[src/rtl/automute_pkg.sv]
package automute_pkg;

  // Default run length before a lane is silenced.
  localparam int unsigned DEF_RUN_LEN  = 8192;
  localparam int unsigned DEF_NUM_CH   = 6;
  localparam int unsigned DEF_SAMPLE_W = 24;

  // Classification of one incoming sample.
  typedef enum logic [1:0] {
    SMP_NONE    = 2'b00,  // no valid sample this cycle
    SMP_STATIC  = 2'b01,  // valid and all-zero or all-one
    SMP_MOVING  = 2'b10   // valid and changing data
  } smp_kind_e;

endpackage

[src/rtl/am_static_detect.sv]
module am_static_detect #(
  parameter int unsigned SAMPLE_W = automute_pkg::DEF_SAMPLE_W
) (
  input  logic                     valid_i,
  input  logic [SAMPLE_W-1:0]      sample_i,
  output automute_pkg::smp_kind_e  kind_o
);
  import automute_pkg::*;

  logic all_zero;
  logic all_one;

  assign all_zero = ~|sample_i;
  assign all_one  = &sample_i;

  always_comb begin
    if (!valid_i) begin
      kind_o = SMP_NONE;
    end else if (all_zero || all_one) begin
      kind_o = SMP_STATIC;
    end else begin
      kind_o = SMP_MOVING;
    end
  end

endmodule

[src/rtl/am_run_counter.sv]
module am_run_counter #(
  parameter int unsigned RUN_LEN = automute_pkg::DEF_RUN_LEN
) (
  input  logic                     clk,
  input  logic                     rst_n,
  input  automute_pkg::smp_kind_e  kind_i,
  input  logic                     en_i,
  output logic                     mute_o
);
  import automute_pkg::*;

  localparam int unsigned CNT_W = $clog2(RUN_LEN + 1);
  localparam logic [CNT_W-1:0] LIMIT = CNT_W'(RUN_LEN);

  logic [CNT_W-1:0] cnt_q;
  logic [CNT_W-1:0] cnt_d;
  logic             cnt_en;
  logic             mute_q;
  logic             mute_d;

  // next-state logic
  always_comb begin
    cnt_d  = cnt_q;
    cnt_en = 1'b0;
    unique case (kind_i)
      SMP_MOVING: begin
        cnt_d  = '0;
        cnt_en = 1'b1;
      end
      SMP_STATIC: begin
        if (cnt_q != LIMIT) begin
          cnt_d  = cnt_q + 1'b1;
          cnt_en = 1'b1;
        end
      end
      default: begin
        cnt_d  = cnt_q;
        cnt_en = 1'b0;
      end
    endcase
    mute_d = en_i && (cnt_d == LIMIT);
  end

  // registers
  always_ff @(posedge clk or negedge rst_n) begin
    if (!rst_n) begin
      cnt_q <= '0;
    end else if (cnt_en) begin
      cnt_q <= cnt_d;
    end
  end

  always_ff @(posedge clk or negedge rst_n) begin
    if (!rst_n) begin
      mute_q <= 1'b0;
    end else begin
      mute_q <= mute_d;
    end
  end

  assign mute_o = mute_q;

  // count never passes the threshold
  a_r6_count_bounded: assert property (@(posedge clk) disable iff (!rst_n)
    cnt_q <= LIMIT);

  // a rising flag is always backed by a full run
  a_r1_mute_needs_full_run: assert property (@(posedge clk) disable iff (!rst_n)
    $rose(mute_o) |-> (cnt_q == LIMIT));

  // a moving sample releases the lane
  a_r3_release_on_moving: assert property (@(posedge clk) disable iff (!rst_n)
    (kind_i == SMP_MOVING) |=> !mute_o);

  // disabled means silent flag
  a_r9_disable_clears: assert property (@(posedge clk) disable iff (!rst_n)
    !en_i |=> !mute_o);

  // a muted lane holds while nothing moves and enable stays high
  a_r6_hold_muted: assert property (@(posedge clk) disable iff (!rst_n)
    (mute_o && en_i && kind_i != SMP_MOVING) |=> mute_o);

endmodule

[src/rtl/am_pin_combine.sv]
module am_pin_combine #(
  parameter int unsigned NUM_CH = automute_pkg::DEF_NUM_CH
) (
  input  logic              clk,
  input  logic              rst_n,
  input  logic [NUM_CH-1:0] mute_i,
  output logic              pin_o
);

  logic pin_q;
  logic pin_d;

  always_comb begin
    pin_d = &mute_i;
  end

  always_ff @(posedge clk or negedge rst_n) begin
    if (!rst_n) begin
      pin_q <= 1'b0;
    end else begin
      pin_q <= pin_d;
    end
  end

  assign pin_o = pin_q;

  // pin rises only after every lane was muted
  a_r7_pin_rise_all_muted: assert property (@(posedge clk) disable iff (!rst_n)
    $rose(pin_o) |-> $past(&mute_i));

  // one unmuted lane keeps the pin low next cycle
  a_r7_partial_keeps_low: assert property (@(posedge clk) disable iff (!rst_n)
    (mute_i != '1) |=> !pin_o);

endmodule

[src/rtl/automute_top.sv]
module automute_top #(
  parameter int unsigned NUM_CH   = automute_pkg::DEF_NUM_CH,
  parameter int unsigned SAMPLE_W = automute_pkg::DEF_SAMPLE_W,
  parameter int unsigned RUN_LEN  = automute_pkg::DEF_RUN_LEN
) (
  input  logic                         clk,
  input  logic                         rst_n,
  input  logic                         automute_en_i,
  input  logic [NUM_CH-1:0]            sample_valid_i,
  input  logic [NUM_CH*SAMPLE_W-1:0]   sample_i,
  output logic [NUM_CH-1:0]            mute_o,
  output logic                         mute_pin_o
);
  import automute_pkg::*;

  smp_kind_e         kind [NUM_CH];
  logic [NUM_CH-1:0] lane_mute;

  for (genvar g = 0; g < NUM_CH; g++) begin : g_lane
    am_static_detect #(
      .SAMPLE_W (SAMPLE_W)
    ) u_detect (
      .valid_i  (sample_valid_i[g]),
      .sample_i (sample_i[g*SAMPLE_W +: SAMPLE_W]),
      .kind_o   (kind[g])
    );

    am_run_counter #(
      .RUN_LEN (RUN_LEN)
    ) u_run (
      .clk    (clk),
      .rst_n  (rst_n),
      .kind_i (kind[g]),
      .en_i   (automute_en_i),
      .mute_o (lane_mute[g])
    );

    // an idle lane keeps its flag unchanged
    a_r4_idle_lane_stable: assert property (@(posedge clk) disable iff (!rst_n)
      (!sample_valid_i[g] && automute_en_i && $past(automute_en_i)) |=> $stable(lane_mute[g]));
  end

  am_pin_combine #(
    .NUM_CH (NUM_CH)
  ) u_pin (
    .clk    (clk),
    .rst_n  (rst_n),
    .mute_i (lane_mute),
    .pin_o  (mute_pin_o)
  );

  assign mute_o = lane_mute;

endmodule

[config.mk]
export PLATFORM = sky130hd
export DESIGN_NAME = automute_top
export DESIGN_NICKNAME = d
export VERILOG_FILES = /design/src/rtl/automute_pkg.sv /design/src/rtl/am_static_detect.sv /design/src/rtl/am_run_counter.sv /design/src/rtl/am_pin_combine.sv /design/src/rtl/automute_top.sv
export SDC_FILE = /design/constraint.sdc
export NUM_CORES = 1
export LEC_CHECK = 0
export ABC_AREA = 1
export BUFFER_PORTS_ARGS = -buffer_cell sky130_fd_sc_hd__buf_2
export CAP_MARGIN = 20
export CORE_ASPECT_RATIO = 0.9
export CORE_MARGIN = 3
export CORE_UTILIZATION = 53
export CTS_BUF_LIST = sky130_fd_sc_hd__clkbuf_8
export DETAILED_ROUTE_END_ITERATION = 7
export PLACE_DENSITY = 0.82
export RECOVER_POWER = 25
export SYNTH_ARGS = -nofsm -noshare
export SYNTH_HDL_FRONTEND = slang
export SYNTH_HIERARCHICAL = 1
export SYNTH_SLANG_ARGS = --single-unit
[constraint.sdc]
create_clock -name clk -period 1.4 [get_ports clk]
set_input_delay 0.28 -clock clk [delete_from_list [all_inputs] [get_ports clk]]
set_output_delay 0.28 -clock clk [all_outputs]
set_load 0.01 [all_outputs]
==> load_flow_metrics.sql, run 1 <==
INSERT INTO impl_metrics (metric_group, metric, value, unit) VALUES
('place', 'place_ws', '-0.924', 'ns'),
('synthesis', 'synth-seq-area-share', '27.1', '%'),
('synthesis', 'synth_enable_flop_cells', '0', ''),
('global_route', 'grt_overflow', '1884', ''),
('place', 'place_inst', '1970', ''),
('clock_network', 'htreeDepth', '3', ''),
('timing', 'worst_endpoint_kind', 'sequential cell input', ''),
('timing', 'repair-timing-grt-worst-ep', 'g_lane[0].u_run/mute_o$_DFF_PN0_/D', ''),
('clock_network', 'cts_buffers', '9', ''),
('run_status', 'lastStage', 'global routing', ''),
('synthesis', 'largest_area_contributor_in_the_netlist', 'sky130_fd_sc_hd__dfrtp_1', ''),
('synthesis', 'async_flop_share', '100', '%'),
('place', 'place.gp.congestion', '0.940', ''),
('synthesis', 'netlist.area_leader.share', '27.1', '%'),
('place', 'place.detailed.hpwl', '20500', 'um'),
('synthesis', 'avgSynthCellArea', '6.11', 'sq um'),
('run_status', 'error', '[ERROR GRT-0232] Routing congestion too high. Check the congestion heatmap in the GUI.', ''),
('synthesis', 'post_synth_inst_count', '1376', ''),
('die', 'initial_core_util', '54.2', '%'),
('place', 'placement.io_buffers', '159', ''),
('die', 'io_pins', '160', ''),
('global_route', 'grt_usage', '98.1', '%'),
('clock_network', 'clock-root-buffer', 'sky130_fd_sc_hd__clkbuf_8', ''),
('synthesis', 'synth_cell_types', '24', ''),
('synthesis', 'mappedNetlistArea', '8400', 'sq um'),
('clock_network', 'clk_path_buf_depth', '2', ''),
('synthesis', 'number_of_flip_flops_and_latches_in_the_synthesized_netlist', '91', ''),
('synthesis', 'synth_commonest_cells', 'sky130_fd_sc_hd__nand2_1 (376), sky130_fd_sc_hd__nor2_1 (318), sky130_fd_sc_hd__nand3_1 (144)', ''),
('die', 'rows', '43', ''),
('synthesis', 'post_synth_main_area_contributors', 'sky130_fd_sc_hd__dfrtp_1 (27%), sky130_fd_sc_hd__nand2_1 (17%), sky130_fd_sc_hd__nor2_1 (14%)', ''),
('die', 'floorplan.die.height', '125', 'um'),
('run_status', 'outcome', 'did not finish', ''),
('synthesis', 'post-synth-top-count-cell', 'sky130_fd_sc_hd__nand2_1', ''),
('synthesis', 'yosysWarnings', '6', ''),
('clock_network', 'cts_num_sinks', '91', ''),
('die', 'die_width', '139', 'um'),
('synthesis', 'dominantRegCellSynth', 'sky130_fd_sc_hd__dfrtp_1', ''),
('global_route', 'grt_start_max_net_pins', '35', ''),
('synthesis', 'synthesis.nets', '1553', '');
## through the flow
step	cell area (sq um)	utilization, %	hold WS, ns
floorplan	8770	-	-0.0156
CTS	13400	86.5	0.256
detailed placement	11600	74.8	0.130
global placement	11600	74.8	0.129
## layer usage
layer	overflow	GRT usage, %
met2	1519	140
met4	335	110
met1	20	86.0
met3	9	64.9
met5	1	12.2
## kinds of logic after synthesis
| family | Yosys count | synth area share (%) |
|---|---|---|
| flops | 91 | 27.1 |
| xor+xnor | 36 | 3.75 |
| buf+inv | 164 | 8.22 |
| compound gates | 120 | 8.67 |
| simple gates | 941 | 48.7 |
| fa+ha+maj | 24 | 3.57 |
## timing repair
item,CTS
pin swaps,173
setup buffers,57
gates cloned,4
resized for setup,292
setup endpoints to repair,90
hold buffers,1
hold endpoints to repair,72
==> run 2: changes to the inputs <==
Settings changed: CORE_ASPECT_RATIO 0.9 to unset, CORE_UTILIZATION 53 to 40, CTS_BUF_LIST sky130_fd_sc_hd__clkbuf_8 to unset, PLACE_DENSITY 0.82 to unset, PLACE_DENSITY_LB_ADDON set to 0.15.
Clock period 1.4 ns to 1.8 ns, I/O delays scaled along.
==> run 2 against run 1 <==
Effect of this change: the flow now finishes, with violations (max-capacitance violations, max-slew violations, negative setup slack); synthesized cell count did not move; synthesized area did not move.
==> load_flow_metrics.sql, run 2 <==
INSERT INTO impl_metrics (metric_group, metric, value, unit) VALUES
('run_status', 'outcome', 'finished, violations left', ''),
('run_status', 'violations', 'max-capacitance violations, max-slew violations, negative setup slack', ''),
('global_route', 'antenna_found_initial', '0', ''),
('synthesis', 'async_flop_share', '100', '%'),
('die', 'initial_core_util', '41.1', '%'),
('job', 'drv_cap', '1', ''),
('layout', 'drive_gt1_share', '43.9', '%'),
('synthesis', 'largest_area_contributor_in_the_netlist', 'sky130_fd_sc_hd__dfrtp_1', ''),
('die', 'rows', '52', ''),
('die', 'die_width', '151', 'um'),
('setup_path', 'worst_setup_path_end_kind', 'flip-flop', ''),
('synthesis', 'netlist.area_leader.share', '27.1', '%'),
('timing', 'whs', '0.0611', 'ns'),
('route', 'vias_after_detailed_routing', '9964', ''),
('route', 'drt_pre_antenna_iters', '6', ''),
('timing', 'report.final.setup_viol', '22', ''),
('layout', 'area_delta_synth_final', '58.8', '%'),
('setup_path', 'arrival_time_at_the_worst_endpoint', '2.31', 'ns'),
('timing', 'setup_repair_after_global_routing_missed_its_margin', 'true', ''),
('timing', 'final-hold-violation-count', '0', ''),
('layout', 'num-nets-final', '1874', ''),
('setup_path', 'setup.worst_path.start_class', 'primary input', ''),
('timing', 'setup-tns-final', '-1.36', 'ns'),
('route', 'postRouteAntennaNets', '0', ''),
('timing', 'fmax', '491', 'MHz'),
('global_route', 'grt_start_max_net_pins', '61', ''),
('synthesis', 'post-synth-top-count-cell', 'sky130_fd_sc_hd__nand2_1', ''),
('synthesis', 'synth_cell_types', '24', ''),
('timing', 'final_critical_path_setup_slack', '-0.236', 'ns'),
('timing', 'report.final.slew_viol_count', '61', ''),
('place', 'place_ws', '-0.601', 'ns'),
('global_route', 'grt_overflow', '0', ''),
('timing', 'slew-limit-headroom', '-3.78', '%'),
('synthesis', 'synth-seq-area-share', '27.1', '%'),
('clock_network', 'clock-root-buffer', 'sky130_fd_sc_hd__clkbuf_16', ''),
('route', 'post_drt_wl_per_cell', '13.6', 'um'),
('synthesis', 'synth_enable_flop_cells', '0', ''),
('timing', 'worst_slew_pin_slew', '1.56', 'ns'),
('synthesis', 'yosysWarnings', '6', ''),
('route', 'drt_first_iter_violations', '462', ''),
('clock_network', 'clk_path_buf_depth', '2', ''),
('clock_network', 'tritoncts', 'done', ''),
('layout', 'finalCoreUtilization', '65.3', '%'),
('route', 'viasPerCell', '5.06', ''),
('place', 'place.gp.congestion', '0.901', ''),
('layout', 'layout_common_cells', 'sky130_fd_sc_hd__nand2_1 (313), sky130_fd_sc_hd__nor2_1 (217), sky130_fd_sc_hd__buf_6 (129), sky130_fd_sc_hd__buf_4 (120), sky130_fd_sc_hd__nand3_1 (109)', ''),
('setup_path', 'path_max_fanout', '6', ''),
('clock_network', 'htreeDepth', '3', ''),
('synthesis', 'number_of_flip_flops_and_latches_in_the_synthesized_netlist', '91', ''),
('setup_path', 'worst_ep_required_time', '2.07', 'ns'),
('synthesis', 'avgSynthCellArea', '6.11', 'sq um'),
('timing', 'worst_clock_skew', '0.00865', 'ns'),
('clock_network', 'cts_buffers', '9', ''),
('power', 'ir_drop', '500', 'uV'),
('route', 'route.final.wire_length', '26700', 'um'),
('worst_hold_path', 'worst_hold_path_type', 'primary input to async pin', ''),
('layout', 'antenna_cells_inserted', '0', ''),
('layout', 'register_area', '2280', 'sq um'),
('route', 'detail_route.drc_violations', '0', ''),
('global_route', 'grt_pass1_wl', '40100', 'um'),
('power', 'power.static_leakage', '6.02', 'nW'),
('layout', 'layout.cells.most_common', 'sky130_fd_sc_hd__nand2_1', ''),
('place', 'placement.io_buffers', '159', ''),
('setup_path', 'type_of_the_worst_setup_path', 'primary input to flip-flop', ''),
('layout', 'multi_input_comb_area', '6800', 'sq um'),
('synthesis', 'dominantRegCellSynth', 'sky130_fd_sc_hd__dfrtp_1', ''),
('timing', 'layout_worst_path_cycle_share', '113', '%'),
('place', 'place.detailed.hpwl', '18600', 'um'),
('power', 'power_density', '488', 'nW/um^2'),
('die', 'io_pins', '160', ''),
('synthesis', 'post_synth_inst_count', '1376', ''),
('global_route', 'first_global_vias', '9082', ''),
('synthesis', 'mappedNetlistArea', '8400', 'sq um'),
('synthesis', 'synthesis.nets', '1553', ''),
('layout', 'reg_with_most_ffs', 'g_lane.u_run/cnt_q', ''),
('die', 'floorplan.die.height', '151', 'um'),
('clock_network', 'clk_pin_slew_worst_paths', '0.07', 'ns'),
('clock_network', 'worstSkewPairLatency', '0.35', 'ns'),
('global_route', 'grt_usage', '21.1', '%'),
('layout', 'layout.filler_cells', '1711', ''),
('die', 'fp.dieArea', '22800', 'sq um'),
('timing', 'layout_min_cycle_time', '2.04', 'ns'),
('synthesis', 'post_synth_main_area_contributors', 'sky130_fd_sc_hd__dfrtp_1 (27%), sky130_fd_sc_hd__nand2_1 (17%), sky130_fd_sc_hd__nor2_1 (14%)', ''),
('die', 'coreArea', '20400', 'sq um'),
('clock_network', 'cts_hold_buffers', '0', ''),
('synthesis', 'synth_commonest_cells', 'sky130_fd_sc_hd__nand2_1 (376), sky130_fd_sc_hd__nor2_1 (318), sky130_fd_sc_hd__nand3_1 (144)', ''),
('layout', 'number_of_flip_flops_under_the_largest_register_name', '84', ''),
('clock_network', 'cts_num_sinks', '91', '');
## run 2: cell counts after synthesis
Identical to the previous run, type by type.
## run 2: final timing paths
| path | slack [ns] | cells past startpoint | from | endpoint |
|---|---|---|---|---|
| min in group clk | 0.52 | 5 | automute_en_i | g_lane[3].u_run/mute_o$_DFF_PN0_ |
| hold reg to reg | 0.52 | 2 | g_lane[0].u_run/cnt_q[1]$_DFFE_PN0P_ | g_lane[0].u_run/cnt_q[1]$_DFFE_PN0P_ |
| hold / removal | 0.06 | 2 | rst_n | g_lane[1].u_run/mute_o$_DFF_PN0_ |
| setup reg to reg | -0.13 | 15 | g_lane[1].u_run/cnt_q[1]$_DFFE_PN0P_ | g_lane[1].u_run/mute_o$_DFF_PN0_ |
| max in group asynchronous | 0.24 | 2 | rst_n | g_lane[2].u_run/cnt_q[1]$_DFFE_PN0P_ |
| setup / recovery | -0.24 | 18 | sample_i[2] | g_lane[0].u_run/mute_o$_DFF_PN0_ |
## run 2: stage by stage
stage | instances | instance area, sq um | power (mW)
after floorplan | 1376 | 8690 | 3.25
after global placement | 1910 | 10600 | 3.94
after detailed placement | 1910 | 10600 | 3.97
after CTS | 1940 | 11600 | 6.03
after global routing | 1970 | 13300 | 6.89
final | 1970 | 13300 | 6.52
## run 2: cells by family (layout without fill, tap and decap cells)
family	after synthesis	in the layout	share of synthesized area, %
AO/OA/AOI/OAI	120	120	8.67
XOR/XNOR	36	36	3.75
adder cells (fa/ha/maj)	24	24	3.57
buffers and inverters	164	488	8.22
flip-flops	91	91	27.1
AND/OR/NAND/NOR	941	941	48.7
## run 2: report_power, final
group / switching [mW] / internal, mW
logic: 1.14 / 1.11
registers: 0.185 / 2.18
clock network: 0.806 / 1.10
## run 2: worst max-delay path, cell delays in order
cell and delay [ns]:
sky130_fd_sc_hd__buf_2 0.11, sky130_fd_sc_hd__nand2_1 0.05, sky130_fd_sc_hd__nor2_1 0.10, sky130_fd_sc_hd__nand2_1 0.07, sky130_fd_sc_hd__nor2_1 0.10, sky130_fd_sc_hd__nand2_1 0.08, sky130_fd_sc_hd__a21oi_2 0.18, sky130_fd_sc_hd__inv_2 0.06
sky130_fd_sc_hd__ha_4 0.31, sky130_fd_sc_hd__buf_12 0.13, sky130_fd_sc_hd__clkinv_8 0.06, sky130_fd_sc_hd__nand2_2 0.10, sky130_fd_sc_hd__nand2_2 0.07, sky130_fd_sc_hd__nand3_4 0.09, sky130_fd_sc_hd__nand3_1 0.08, sky130_fd_sc_hd__nor2_1 0.13
sky130_fd_sc_hd__nand3_1 0.08, sky130_fd_sc_hd__nor2_1 0.12
## run 2: cell type report
cell class	instances	share of cell area, %
Clock buffer	11	1.82
Inverter	140	4.50
Timing Repair Buffer	332	22.6
Sequential cell	91	17.1
Clock inverter	3	0.300
Timing Repair inverter	2	0.169
Multi-Input combinational cell	1121	51.0
Tap cell	270	2.53
## run 2: timing repair
| action | CTS | global route |
|---|---|---|
| gates resized for setup | 126 | 409 |
| setup endpoints to repair | 56 | 86 |
| gates cloned | 0 | 4 |
| pin swaps | 159 | 187 |
| setup buffers | 18 | 43 |
## run 2: metal layers
| layer | track usage [%] | up-vias | wire length [um] |
|---|---|---|---|
| li1 | - | 5036 | - |
| met3 | 3.71 | 34 | 1260 |
| met4 | 5.17 | 0 | 414 |
| met2 | 36.9 | 280 | 13700 |
| met5 | 0 | - | 0 |
| met1 | 27.1 | 4614 | 11300 |
No activity file was read; power rests on OpenSTA's default activity.
